File: config.mk
export PLATFORM = sky130hd
export DESIGN_NAME = serial_char_tx
export DESIGN_NICKNAME = d
export VERILOG_FILES = /design/src/rtl/utx_pkg.sv /design/src/rtl/utx_fmt_reg.sv /design/src/rtl/utx_hold_buf.sv /design/src/rtl/utx_shifter.sv /design/src/rtl/serial_char_tx.sv
export SDC_FILE = /design/constraint.sdc
export NUM_CORES = 1
export LEC_CHECK = 0
export ABC_AREA = 0
export BUFFER_PORTS_ARGS = -buffer_cell sky130_fd_sc_hd__buf_2
export CAP_MARGIN = 5
export CORE_MARGIN = 3
export CORE_UTILIZATION = 40
export CTS_CLUSTER_DIAMETER = 150
export DETAILED_ROUTE_END_ITERATION = 8
export SLEW_MARGIN = 20
export SYNTH_ARGS = -nofsm -noshare
export SYNTH_HDL_FRONTEND = slang
export SYNTH_HIERARCHICAL = 1
export SYNTH_SLANG_ARGS = --single-unit
File: constraint.sdc
create_clock -name clk -period 2.52 [get_ports clk]
set_input_delay 0.378 -clock clk [delete_from_list [all_inputs] [get_ports clk]]
set_output_delay 0.378 -clock clk [all_outputs]
set_load 0.02 [all_outputs]
File: src/rtl/utx_pkg.sv
package utx_pkg;
  localparam int CHAR_W = 8;
  localparam int LEN_W  = 2;
  localparam int MIN_BITS = CHAR_W - 3;

  typedef struct packed {
    logic [LEN_W-1:0] len;
    logic             par_off;
    logic             par_even;
    logic             stop2;
  } fmt_t;

  localparam fmt_t FMT_RESET = '{len: 2'b11, par_off: 1'b1, par_even: 1'b0, stop2: 1'b0};

  typedef enum logic [2:0] {
    S_IDLE, S_START, S_DATA, S_PARITY, S_STOP1, S_STOP2
  } tx_state_t;

  function automatic logic [CHAR_W-1:0] active_mask(input logic [LEN_W-1:0] len);
    logic [CHAR_W-1:0] m;
    for (int i = 0; i < CHAR_W; i++) m[i] = (i < MIN_BITS + int'(len));
    return m;
  endfunction

  function automatic logic parity_of(input logic [CHAR_W-1:0] bits, input logic even);
    return (^bits) ^ ~even;
  endfunction
endpackage

File: src/rtl/utx_fmt_reg.sv
module utx_fmt_reg
  import utx_pkg::*;
(
  input  logic clk,
  input  logic rst,
  input  logic load_i,
  input  fmt_t fmt_i,
  output fmt_t fmt_o
);
  fmt_t fmt_q;

  always_ff @(posedge clk or posedge rst) begin
    if (rst)         fmt_q <= FMT_RESET;
    else if (load_i) fmt_q <= fmt_i;
  end

  assign fmt_o = fmt_q;

  AST_FMT_HOLD: assert property (@(posedge clk) disable iff (rst)
    !load_i |=> $stable(fmt_q));
endmodule

File: src/rtl/utx_hold_buf.sv
module utx_hold_buf
  import utx_pkg::*;
(
  input  logic              clk,
  input  logic              rst,
  input  logic              wr_n_i,
  input  logic [CHAR_W-1:0] wr_data_i,
  input  logic              take_i,
  output logic              full_o,
  output logic [CHAR_W-1:0] data_o
);
  logic              sync1_q, sync2_q, full_q, rise;
  logic [CHAR_W-1:0] data_q;

  assign rise = sync1_q & ~sync2_q;

  always_ff @(posedge clk or posedge rst) begin
    if (rst) begin
      sync1_q <= 1'b1;
      sync2_q <= 1'b1;
      full_q  <= 1'b0;
    end else begin
      sync1_q <= wr_n_i;
      sync2_q <= sync1_q;
      full_q  <= (full_q & ~take_i) | rise;
    end
  end

  always_ff @(posedge clk) begin
    if (!wr_n_i) data_q <= wr_data_i;
  end

  assign full_o = full_q;
  assign data_o = data_q;

  AST_FULL_AFTER_RISE: assert property (@(posedge clk) disable iff (rst)
    rise |=> full_q);
  AST_FULL_WAITS: assert property (@(posedge clk) disable iff (rst)
    (full_q && !take_i) |=> full_q);
endmodule

File: src/rtl/utx_shifter.sv
module utx_shifter
  import utx_pkg::*;
#(
  parameter int OVERSAMPLE = 16
) (
  input  logic              clk,
  input  logic              rst,
  input  logic              tick_i,
  input  fmt_t              fmt_i,
  input  logic              full_i,
  input  logic [CHAR_W-1:0] data_i,
  output logic              take_o,
  output logic              txd_o,
  output logic              idle_o
);
  localparam int CNT_W = $clog2(OVERSAMPLE);
  localparam int IDX_W = $clog2(CHAR_W);
  localparam logic [CNT_W-1:0] BIT_LAST  = CNT_W'(OVERSAMPLE - 1);
  localparam logic [CNT_W-1:0] HALF_LAST = CNT_W'(OVERSAMPLE / 2 - 1);

  tx_state_t         state_q, state_d;
  logic [CNT_W-1:0]  cnt_q, cnt_d;
  logic [IDX_W-1:0]  idx_q, idx_d;
  logic [CHAR_W-1:0] sh_q, sh_d;
  logic              par_q, par_d;
  fmt_t              fmt_q, fmt_d;
  logic              take, bit_end, line, txd_q;
  logic [IDX_W-1:0]  last_idx;
  logic [CNT_W-1:0]  stop2_last;
  logic [CHAR_W-1:0] masked;

  assign bit_end    = tick_i && (cnt_q == BIT_LAST);
  assign last_idx   = IDX_W'(MIN_BITS - 1) + IDX_W'(fmt_q.len);
  assign stop2_last = (fmt_q.len == '0) ? HALF_LAST : BIT_LAST;
  assign masked     = data_i & active_mask(fmt_i.len);

  always_comb begin
    state_d = state_q;
    cnt_d   = cnt_q;
    idx_d   = idx_q;
    sh_d    = sh_q;
    par_d   = par_q;
    fmt_d   = fmt_q;
    take    = 1'b0;
    if (state_q != S_IDLE && tick_i) cnt_d = cnt_q + 1'b1;
    case (state_q)
      S_IDLE:  take = 1'b1;
      S_START: if (bit_end) begin
        state_d = S_DATA;
        cnt_d   = '0;
      end
      S_DATA: if (bit_end) begin
        cnt_d = '0;
        sh_d  = sh_q >> 1;
        idx_d = idx_q + 1'b1;
        if (idx_q == last_idx) begin
          idx_d   = '0;
          state_d = fmt_q.par_off ? S_STOP1 : S_PARITY;
        end
      end
      S_PARITY: if (bit_end) begin
        state_d = S_STOP1;
        cnt_d   = '0;
      end
      S_STOP1: if (bit_end) begin
        cnt_d = '0;
        if (fmt_q.stop2) state_d = S_STOP2;
        else begin
          state_d = S_IDLE;
          take    = 1'b1;
        end
      end
      S_STOP2: if (tick_i && cnt_q == stop2_last) begin
        cnt_d   = '0;
        state_d = S_IDLE;
        take    = 1'b1;
      end
      default: state_d = S_IDLE;
    endcase
    if (take && full_i) begin
      state_d = S_START;
      cnt_d   = '0;
      idx_d   = '0;
      sh_d    = masked;
      par_d   = parity_of(masked, fmt_i.par_even);
      fmt_d   = fmt_i;
    end
  end

  always_comb begin
    case (state_q)
      S_START:  line = 1'b0;
      S_DATA:   line = sh_q[0];
      S_PARITY: line = par_q;
      default:  line = 1'b1;
    endcase
  end

  always_ff @(posedge clk or posedge rst) begin
    if (rst) begin
      state_q <= S_IDLE;
      cnt_q   <= '0;
      idx_q   <= '0;
      sh_q    <= '0;
      par_q   <= 1'b0;
      fmt_q   <= FMT_RESET;
      txd_q   <= 1'b1;
    end else begin
      state_q <= state_d;
      cnt_q   <= cnt_d;
      idx_q   <= idx_d;
      sh_q    <= sh_d;
      par_q   <= par_d;
      fmt_q   <= fmt_d;
      txd_q   <= line;
    end
  end

  assign take_o = take;
  assign txd_o  = txd_q;
  assign idle_o = (state_q == S_IDLE);

  AST_START_LOW: assert property (@(posedge clk) disable iff (rst)
    (state_q == S_START) |=> !txd_q);
  AST_STOP_HIGH: assert property (@(posedge clk) disable iff (rst)
    (state_q == S_STOP1 || state_q == S_STOP2) |=> txd_q);
  AST_NO_TICK_NO_MOVE: assert property (@(posedge clk) disable iff (rst)
    (!tick_i && state_q != S_IDLE) |=> ($stable(cnt_q) && $stable(state_q)));
  AST_IDLE_CNT_CLEAR: assert property (@(posedge clk) disable iff (rst)
    (state_q == S_IDLE) |-> (cnt_q == '0));
endmodule

File: src/rtl/serial_char_tx.sv
module serial_char_tx
  import utx_pkg::*;
#(
  parameter int OVERSAMPLE = 16
) (
  input  logic              clk,
  input  logic              rst,
  input  logic              tick,
  input  logic              cfg_load,
  input  logic [LEN_W-1:0]  cfg_len,
  input  logic              cfg_par_off,
  input  logic              cfg_par_even,
  input  logic              cfg_stop2,
  input  logic              wr_n,
  input  logic [CHAR_W-1:0] wr_data,
  output logic              txd,
  output logic              buf_empty,
  output logic              shift_empty
);
  fmt_t              fmt_in, fmt_cur;
  logic              full, take;
  logic [CHAR_W-1:0] held;

  assign fmt_in = '{len: cfg_len, par_off: cfg_par_off, par_even: cfg_par_even, stop2: cfg_stop2};

  utx_fmt_reg u_fmt (
    .clk(clk), .rst(rst), .load_i(cfg_load), .fmt_i(fmt_in), .fmt_o(fmt_cur)
  );

  utx_hold_buf u_hold (
    .clk(clk), .rst(rst), .wr_n_i(wr_n), .wr_data_i(wr_data),
    .take_i(take), .full_o(full), .data_o(held)
  );

  utx_shifter #(.OVERSAMPLE(OVERSAMPLE)) u_shift (
    .clk(clk), .rst(rst), .tick_i(tick), .fmt_i(fmt_cur), .full_i(full),
    .data_i(held), .take_o(take), .txd_o(txd), .idle_o(shift_empty)
  );

  assign buf_empty = ~full;

  AST_IDLE_LINE_HIGH: assert property (@(posedge clk) disable iff (rst)
    (shift_empty && $past(shift_empty)) |-> txd);
  AST_EMPTY_THEN_SHIFT: assert property (@(posedge clk) disable iff (rst)
    (!buf_empty && shift_empty) |=> (buf_empty && !shift_empty));
endmodule

==> flow_summary_export.csv <==
group,metric,value,unit
grt,met3_usage,3.44,%
logic_synthesis,yosysTopAreaCell,"dfrtp_1",
worst_setup_path,required,2.70,ns
job,cap_violations,0,
clocking,post_cts_resized,0,
cells_and_area,nets,228,
pwr,p_seq_share,48.3,%
cells_and_area,num_antenna_cells,0,
pwr,ir_drop,0.000396,V
route,routedWlPerCell,14.1,um
die,rows,25,
clocking,cts_tree,"built",
pwr,swShare,35.7,%
pwr,power_density,992,nW/um^2
worst_setup_path,critPathLaunch,"u_shift/state_q[1]",
route,routed_via_density,5.30,
worst_setup_path,worstPathArrival,2.29,ns
route,drt_pass1_iterations,4,
worst_setup_path,crit_fanout,12,
place,gp_congestion,0.809,
logic_synthesis,avgSynthCellArea,11.2,um^2
grt,globalRouteMet1Util,16.9,%
grt,grt_use_met2,26.2,%
logic_synthesis,seq_area_frac_synth,50.6,%
timing,fin_skew,0.0124,ns
timing,finalSetupViolations,0,
logic_synthesis,synthFlopType,"dfrtp_1",
grt,grt_max_degree,25,
worst_setup_path,rr_startpoint,"u_shift/state_q[1]",
logic_synthesis,synth_most_common_cell,"dfrtp_1",
worst_setup_path,reg2reg_depth,4,
worst_setup_path,critical_path_class,"reg2reg",
place,post-place-ws,0.435,ns
grt,track_usage,14.4,%
logic_synthesis,synth_area,2080,um^2
logic_synthesis,synthTopCellsByArea,"dfrtp_1, edfxtp_1, dfstp_2",
die,core-area,4880,um^2
logic_synthesis,synth_top_area_share,27.7,%
logic_synthesis,synth_common_cells,"dfrtp_1, nand2_1, inv_1",
logic_synthesis,synth_edf_count,8,
route,drt_iter0_drc,41,
clocking,path_clk_slew,0.08,ns
logic_synthesis,yosysUniqueCellTypes,56,
worst_setup_path,start_kind,"flip-flop",
worst_setup_path,rrSetupSlack,0.41,ns
cells_and_area,drive_gt1_share,27.3,%
grt,grt_pass1_vias,1525,
run_status,status,"complete, no violations",
grt,top_usage_layer,"met2",
timing,tightest_slew,0.898,ns
min_path,hold_class,"in2reg",
logic_synthesis,netlist_instances,186,
cells_and_area,syn_to_final_growth,12.1,%
worst_setup_path,rr_endpoint,"u_shift/sh_q[0]",
grt,grt_pass1_wl,6930,um
clocking,cts-buffers-inserted,5,
grt,grt_overflow,0,
cells_and_area,fillerInstances,472,
logic_synthesis,async_reset_ff_share,80.0,%
clocking,cts_max_level,2,
timing,relSlewSlack,40.1,%
route,drcViolationCount,0,
timing,fin_tns_setup,0,ns
die,io_pins,21,
die,start_util,42.6,%
timing,max_freq,0.473,GHz
timing,rsz0062_at_grt,"no",
pwr,p_switching,0.826,mW
clocking,clock-root-buffer,"clkbuf_8",
timing,finalCritPeriodShare,83.8,%
timing,slew_violations,0,
route,via_count,1464,
route,antenna_left,0,
timing,finalHoldViolations,0,
clocking,cts_hold_buf,1,
timing,setup_ws,0.407,ns
grt,antenna_found_initial,0,
logic_synthesis,ys_ff_latch,40,
route,wirelength,3900,um
pwr,p_comb_share,33.2,%
clocking,insertion_delay,0.29,ns
logic_synthesis,ys.warnings.count,6,
timing,period_needed,2.11,ns
worst_setup_path,end_kind,"flip-flop",
place,portBuffers,20,
die,die_w,78.1,um
die,die_area,6100,um^2
clocking,cts_setup_buffers,0,
min_path,hp-start,"wr_n",
worst_setup_path,endpoint,"u_shift/sh_q[0]",
pwr,clockPowerShare,18.5,%
place,place_hpwl,3010,um
clocking,cts.sinks,40,
logic_synthesis,syn-num-nets,206,
min_path,hold_depth,1,
die,die_h,78.1,um
pwr,leakagePower,0.979,nW
clocking,cts_buffer_depth,2,
pwr,internal_power,1.49,mW
-- layer usage --
metal | part of all wire [%] | vias to the layer above
met1 | 44 | 704
met4 | 1.1 | 0
met5 | 0 | -
met2 | 52 | 30
li1 | - | 725
met3 | 3.0 | 5
-- power groups by stage --
stage / Combinational, mW / Clock (mW) / Sequential, mW
5_1_grt: 0.862 / 0.476 / 1.16
6_report: 0.768 / 0.429 / 1.12
3_3_place_gp: 0.750 / 0 / 1.12
2_1_floorplan: 0.726 / 0 / 1.01
4_1_cts: 0.780 / 0.449 / 1.12
3_5_place_dp: 0.770 / 0 / 1.13
-- layout make-up --
type	instances	area, um^2	area share [%]
clock buffers	7	86.3	3.70
inverters	12	45.0	1.93
well taps	67	83.8	3.59
multi-input cells	125	925	39.6
flip-flops and latches	40	1050	45.1
clock inverters	1	7.51	0.322
repair buffers	24	133	5.69
-- cells by family (layout without fill, tap and decap cells) --
group / count (synthesis) / in the layout / synth area share (%)
AND/OR/NAND/NOR: 56 / 56 / 13.7
AO/OA/AOI/OAI: 43 / 43 / 16.9
adder cells (fa/ha/maj): 2 / 2 / 1.20
multiplexers: 13 / 13 / 7.34
XOR/XNOR: 11 / 11 / 5.29
buffers and inverters: 21 / 44 / 4.99
flip-flops: 40 / 40 / 50.6
-- registers in the layout (all words and copies together), names as in the netlist, 3 cells and up --
name and flops:
u_hold/data_o 8, u_shift/state_q 3, u_shift/fmt_q 4, u_shift/idx_q 3, u_fmt/fmt_o 5, u_shift/sh_q 8, u_shift/cnt_q 4
-- cells in the final DEF, fill, tap and decap left out, drive strengths merged, types with 5 or more instances in the layout --
master  count
mux2       12
nand2      21
buf        23
nor2        5
o21ai       8
edfxtp      8
nand3       8
dfrtp      23
inv        12
dfstp       9
xnor2       7
o211ai     10
clkbuf      7
nand4       5
-- worst max-delay path, cell delays in order (launching register included) --
cell and delay (ns):
dfrtp_1 0.59, or3b_1 0.43, or2_1 0.38, mux2_4 0.35, mux2_4 0.25
-- per-stage QoR --
stage / hold slack, ns / area [um^2] / total power, mW / util, % / std cells
finish: 0.197 / 2330 / 2.31 / 47.8 / 276
global route: 0.182 / 2330 / 2.50 / 47.8 / 276
CTS: 0.180 / 2330 / 2.35 / 47.8 / 276
detailed placement: 0.287 / 2230 / 1.90 / 45.7 / 267
global placement: 0.285 / 2230 / 1.87 / 45.7 / 267
floorplan: 0.130 / 2080 / 1.73 / - / 186
-- worst min-delay path by stage --
| stage | to | slack (ns) |
|---|---|---|
| after global placement | u_hold/full_o | 0.29 |
| after CTS | u_hold/sync1_q | 0.18 |
| after detailed placement | u_hold/full_o | 0.29 |
| final | u_hold/sync1_q | 0.20 |
| after global routing | u_hold/sync1_q | 0.18 |
| after floorplan | u_hold/full_o | 0.13 |
No activity file was read; power rests on OpenSTA's default activity.
